--- src/rtl/addr_latch_pkg.sv ---
package addr_latch_pkg;
  typedef struct packed {
    logic loadOne;   // write the addressed bit, keep the rest
    logic clearAll;  // empty the register
    logic demux;     // addressed bit = data, others = 0
  } latchStrobe_t;
endpackage

--- src/rtl/addr_latch_ctrl.sv ---
module addr_latch_ctrl
  import addr_latch_pkg::*;
#(
  parameter int ADDR_W = 3,
  localparam int NUM_BITS = 1 << ADDR_W
) (
  input  logic                writeDisable,
  input  logic                clearIn,
  input  logic [ADDR_W-1:0]   addrIn,
  output latchStrobe_t        strobe,
  output logic [NUM_BITS-1:0] select
);
  always_comb begin
    strobe          = '0;
    strobe.loadOne  = !writeDisable && !clearIn;
    strobe.clearAll =  writeDisable &&  clearIn;
    strobe.demux    = !writeDisable &&  clearIn;
  end

  for (genvar i = 0; i < NUM_BITS; i++) begin : g_dec
    assign select[i] = (addrIn == ADDR_W'(i));
  end
endmodule

--- src/rtl/addr_latch_datapath.sv ---
module addr_latch_datapath
  import addr_latch_pkg::*;
#(
  parameter int ADDR_W = 3,
  localparam int NUM_BITS = 1 << ADDR_W
) (
  input  logic                clk,
  input  logic                rstN,
  input  latchStrobe_t        strobe,
  input  logic [NUM_BITS-1:0] select,
  input  logic                dataIn,
  output logic [NUM_BITS-1:0] bits
);
  for (genvar i = 0; i < NUM_BITS; i++) begin : g_bit
    logic nextBit;
    always_comb begin
      nextBit = bits[i];
      if (strobe.clearAll)                    nextBit = 1'b0;
      else if (strobe.demux)                  nextBit = select[i] & dataIn;
      else if (strobe.loadOne && select[i])   nextBit = dataIn;
    end
    always_ff @(posedge clk or negedge rstN) begin
      if (!rstN) bits[i] <= 1'b0;
      else       bits[i] <= nextBit;
    end
  end
endmodule

--- src/rtl/addr_latch.sv ---
module addr_latch
  import addr_latch_pkg::*;
#(
  parameter int ADDR_W = 3,
  localparam int NUM_BITS = 1 << ADDR_W
) (
  input  logic                clk,
  input  logic                rstN,
  input  logic                writeDisable,
  input  logic                clearIn,
  input  logic [ADDR_W-1:0]   addrIn,
  input  logic                dataIn,
  output logic [NUM_BITS-1:0] qOut
);
  latchStrobe_t        strobe;
  logic [NUM_BITS-1:0] select;

  addr_latch_ctrl #(.ADDR_W(ADDR_W)) u_ctrl (
    .writeDisable(writeDisable),
    .clearIn     (clearIn),
    .addrIn      (addrIn),
    .strobe      (strobe),
    .select      (select)
  );

  addr_latch_datapath #(.ADDR_W(ADDR_W)) u_dp (
    .clk   (clk),
    .rstN  (rstN),
    .strobe(strobe),
    .select(select),
    .dataIn(dataIn),
    .bits  (qOut)
  );
endmodule

--- config.mk ---
export PLATFORM = sky130hd
export DESIGN_NAME = addr_latch
export DESIGN_NICKNAME = d
export VERILOG_FILES = /design/src/rtl/addr_latch_pkg.sv /design/src/rtl/addr_latch_ctrl.sv /design/src/rtl/addr_latch_datapath.sv /design/src/rtl/addr_latch.sv
export SDC_FILE = /design/constraint.sdc
export NUM_CORES = 1
export LEC_CHECK = 0
export BUFFER_PORTS_ARGS = -buffer_cell sky130_fd_sc_hd__buf_2
export CAP_MARGIN = 20
export CORE_AREA = 2 2 39 41
export CTS_CLUSTER_SIZE = 8
export DETAILED_ROUTE_END_ITERATION = 7
export DIE_AREA = 0 0 41 43
export GPL_TIMING_DRIVEN = 0
export HOLD_SLACK_MARGIN = 0.05
export SLEW_MARGIN = 20
export SYNTH_ARGS = -nofsm -noshare
export SYNTH_HDL_FRONTEND = slang
export SYNTH_SLANG_ARGS = --single-unit
export TNS_END_PERCENT = 20
--- constraint.sdc ---
create_clock -name clk -period 1.8 [get_ports clk]
set_input_delay 0 -clock clk [delete_from_list [all_inputs] [get_ports clk]]
set_output_delay 0 -clock clk [all_outputs]
set_load 0.01 [all_outputs]
* Word-level counts from Yosys, hierarchy flattened *
Index checks and enable logic that the tools add are counted.

storage, ports and cells
  flip-flop bits (word level) = 8
  bits of input ports = 8
  output and inout bits = 8
  logic and storage cells = 69

cells by class
  eq/ne operators = 7
  mux-type cells = 24
  bitwise logic cells = 8
  reduce and logical (&&, ||, !) cells = 22

operators by type and width
  operator                                        number
  two-way mux 1 bit                               24
  nonzero test 3 bit                              8
  == test 3 bit (second input constant)           4
  logical AND 1 bit                               11
  AND 1 bit                                       8
  == test 3 x 2 -> 1 bit (second input constant)  2
  == test 3 x 1 -> 1 bit (second input constant)  1
  zero test 3 bit                                 1
  zero test 1 bit                                 2

* Longest topological paths before layout *
  word-level depth = 6
  gate-level depth with buffers = 2
  mapped depth without buffers = 2

* By module *
From an unflattened synthesis, not the netlist that was laid out.

second synthesis, totals
  cells, all modules = 46
  area, all modules = 480.5 sq um

by module, submodules not included
  module               times used  cells each  area each (sq um)  seq. area each (sq um)
  addr_latch_datapath  1           35          399.1              200.2
  addr_latch_ctrl      1           11          81.3               0.0

* Least setup slack after synthesis *
OpenSTA, ideal clock, no wires.

  path kind = flip-flop to flip-flop
  start = reg u_dp.bits[3] (netlist name)
  end = reg u_dp.bits[3]
  setup time = 0.127 ns
  data arrival time = 0.777 ns
  data required time = 1.673 ns
  path slack = 0.896 ns
  cell stages (with the launch flop) = 3
  buffers on the path = 0
  clock period less this slack = 0.904 ns
  path through = dfrtp_1 > nor2b_1 > mux2_1

RTL lines
  what                           line                       source
  end signal, assigned by index  addr_latch_datapath.sv:24  else bits[i] <= nextBit;
  end, declared                  addr_latch_datapath.sv:12  output logic [NUM_BITS-1:0] bits

==> impl_summary.md <==
STA
In this run the tightest slew margin relative to its limit is approximately four fifths. The final setup violation count is 0. The share of the cycle needed by the critical path after routing is 48.7%. After layout, the worst setup slack is just over 0.9 ns.

The transition time at the pin with the least slew margin is between 0.2 and 0.3 ns. The number of hold-slack violations in the final timing report is 0. The final setup skew is 0 ns. Setup total negative slack on the finished layout was measured at 0 ns. Subtracting the final worst setup slack from the clock period gives about 0.88 ns.

The peak clock frequency supported by timing is ~1100 MHz. Setup repair after global routing left no endpoint under its margin. The final max-slew violation count is 0.

Placement
The total of buffers placed on input and output ports is 15. The number of placed instances, taps included, is 63. Routability-driven placement finished with a final weighted congestion of around 0.67.

At the placement stage, the worst setup path has a slack of approximately 0.85 ns.

Synth
Yosys mapped the design onto 8 distinct sky130hd cell types. Counting flops with a built-in enable in the synthesized netlist gives 0. The post-synthesis async set-or-reset flop share is 100%.

The share of the synthesized area in the top cell type is a little under half. In this run the mean area of a mapped cell was around 13 um2. The cell taking the most area after synthesis is sky130_fd_sc_hd__dfrtp_1. Counting instances in the post-synthesis netlist gives the leading cell types as 8 x sky130_fd_sc_hd__dfrtp_1, 8 x sky130_fd_sc_hd__nor2b_1, 5 x sky130_fd_sc_hd__mux2_2. Counting flops and latches in the post-synthesis netlist gives 8.

Sequential elements use about 48% of the synthesized area. The gate count after technology mapping is 32. The synthesized cell area is 419 um2. By area the synthesized netlist is led by sky130_fd_sc_hd__dfrtp_1 48%, sky130_fd_sc_hd__mux2_2 13%, sky130_fd_sc_hd__nor2b_1 12%. The primary flip-flop cell chosen by synthesis mapping is sky130_fd_sc_hd__dfrtp_1. Counting every net in the synthesized netlist gives 40.

During synthesis, Yosys emitted a total of 0 warnings.

Route
The detail-routed via count per cell is approximately 4.7. Before antenna repair, the detailed router went through 2 iterations. The total detailed-routing wirelength is 798 um. In the routed design, unresolved DRC markers number 0.

The average wire per standard cell is 11.9 um. The via count is about 320. The number of design-rule violations left by the first detailed-router iteration is 1.

In this run the remaining antenna-violating nets after routing total 0.

Clocking
TritonCTS built the clock tree. Buffers inserted during clock tree synthesis total 3. Counting along the longest clock path gives a buffer depth of 2. Once the clock tree was built, the setup fixing pass inserted 0 buffers. The clock reaches the later pin of the worst-skew pair after 0.25 ns. After clock tree synthesis, the clock-pin slew on the worst setup and hold paths is approximately 0.05 ns. The tree built by TritonCTS fans out to 8 sinks. The tree is rooted in a sky130_fd_sc_hd__clkbuf_4.

In this run the number of H-tree levels came out at 1.

Worst setup path
STA classifies the critical path endpoint as a flop. The largest individual stage delay along the critical path comes from the cell sky130_fd_sc_hd__dfrtp_1. The start point of the critical path is u_dp.bits[3]. STA puts the critical path data arrival time at 1.01 ns.

The signal on the critical path passes through nor2b_1, mux2_1. In this run the worst path has a maximum fanout of 2. The launch instance of the worst register-to-register path is u_dp.bits[3].

The required arrival time at the worst endpoint is 1.93 ns. The largest stage delay on the critical path is 0.37 ns. The sort of element at the start of the critical path is a flop. The worst setup path is of the reg2reg kind.

Global routing
The number of antenna violations at the first check in global routing was 0. The largest net degree at the start of global routing is 9. The first-pass GRT wire length is ~1400 um.

For this run the aggregate overflow at the end of global routing stands at 0. The number of global-route vias before repair is about 330. The overall track demand over capacity in global routing is 12.3%.

Die
Pin placement for this block handled 16 I/O pins. In this run the core area contains 14 standard-cell rows. In this run the vertical extent of the chip is roughly 43 um. Once the floorplan was initialized, standard cells occupied 30.3% of the core. The x dimension of the die is 41 um. The die area is approximately 1800 um2.

The core region is roughly 1400 um2.

Finish
The layout cell share with drive strength beyond 1 is a little under half. The register with the most flip-flops in the layout has 8 of them. The count of placed standard cells in the final layout, fillers left out is between 60 and 70.

Measured on the finished design, the core utilization comes to 39.5%. The largest registers in the layout are u_dp.bits: 8 flops. 0 antenna diodes ended up in the layout.

The area added between synthesis and finish is 30.4%. The layout net count is 61. The largest register by flop count is u_dp.bits.

Job
Max-cap violations in this run came to 0.

Power and ir drop
The power per cell area is a little under 700 nW/um2. The maximum VDD drop is 0.000273 V. In this run the static leakage power is 0.287 nW.

The power consumption is approximately 0.00037 W.

Min path
In this run the worst hold path is classified as in2reg. The hold path startpoint is dataIn.

Status
The run finished with clean final reports.
==> area by class of cell <==
| cell class | instances | area [um2] |
|---|---|---|
| multi-input cells | 24 | 219 |
| repair buffers | 16 | 85.1 |
| flip-flops and latches | 8 | 200 |
| clock buffers | 3 | 22.5 |
| well taps | 16 | 20.0 |
| fillers | 136 | 837 |
==> final timing paths <==
check	to	slack, ns	depth (start not counted)
worst max register to register	u_dp.bits[3]	0.92	2
max in group asynchronous	u_dp.bits[7]	1.49	2
worst max-delay path	u_dp.bits[3]	0.92	2
min in group asynchronous	u_dp.bits[1]	0.14	2
worst min register to register	u_dp.bits[5]	0.60	2
worst min-delay path	u_dp.bits[5]	0.08	2
==> metal layers <==
metal | global-route usage (%) | part of all wire, %
met2 | 16.6 | 47
met5 | 0 | 0
met3 | 4.71 | 5.6
met1 | 15.6 | 47
met4 | 8.00 | 0
==> worst max-delay path, delay by kind of cell (launching register included) <==
| kind | cells | cell delay (ns) |
|---|---|---|
| DFF | 1 | 0.37 |
| muxes | 1 | 0.27 |
| and+or+nand+nor | 1 | 0.12 |
==> layout by cell type (no fill, tap or decap) <==
master	instances
sky130_fd_sc_hd__mux2_1	3
sky130_fd_sc_hd__nand4b_1	1
sky130_fd_sc_hd__dfrtp_1	8
sky130_fd_sc_hd__nor2b_1	8
sky130_fd_sc_hd__nor4b_1	3
sky130_fd_sc_hd__clkbuf_4	3
sky130_fd_sc_hd__and4bb_1	3
sky130_fd_sc_hd__buf_2	15
sky130_fd_sc_hd__dlygate4sd3_1	1
sky130_fd_sc_hd__nor4_1	1
sky130_fd_sc_hd__mux2_2	5
==> where the power goes <==
part	switching (W)	internal [W]
Combinational	0.0000259	0.0000239
Clock	0.0000567	0.0000760
Sequential	0.00000244	0.000186
==> repair_timing <==
action | 4_1_cts | 5_1_grt
endpoints found under the hold margin | 8 | 0
gates resized for setup | 0 | 0
hold buffers | 1 | 0
==> stage by stage <==
stage	hold WS, ns	cell area [um2]
global placement	-0.149	514
CTS	0.0650	547
global route	0.0990	547
floorplan	-0.296	419
detailed placement	-0.145	514
finish	0.0802	547
==> cells by family after synthesis <==
group            synth area share [%]
and+or+nand+nor                  30.8
DFF                              47.8
muxes                            21.5
No activity file was read; power rests on OpenSTA's default activity.
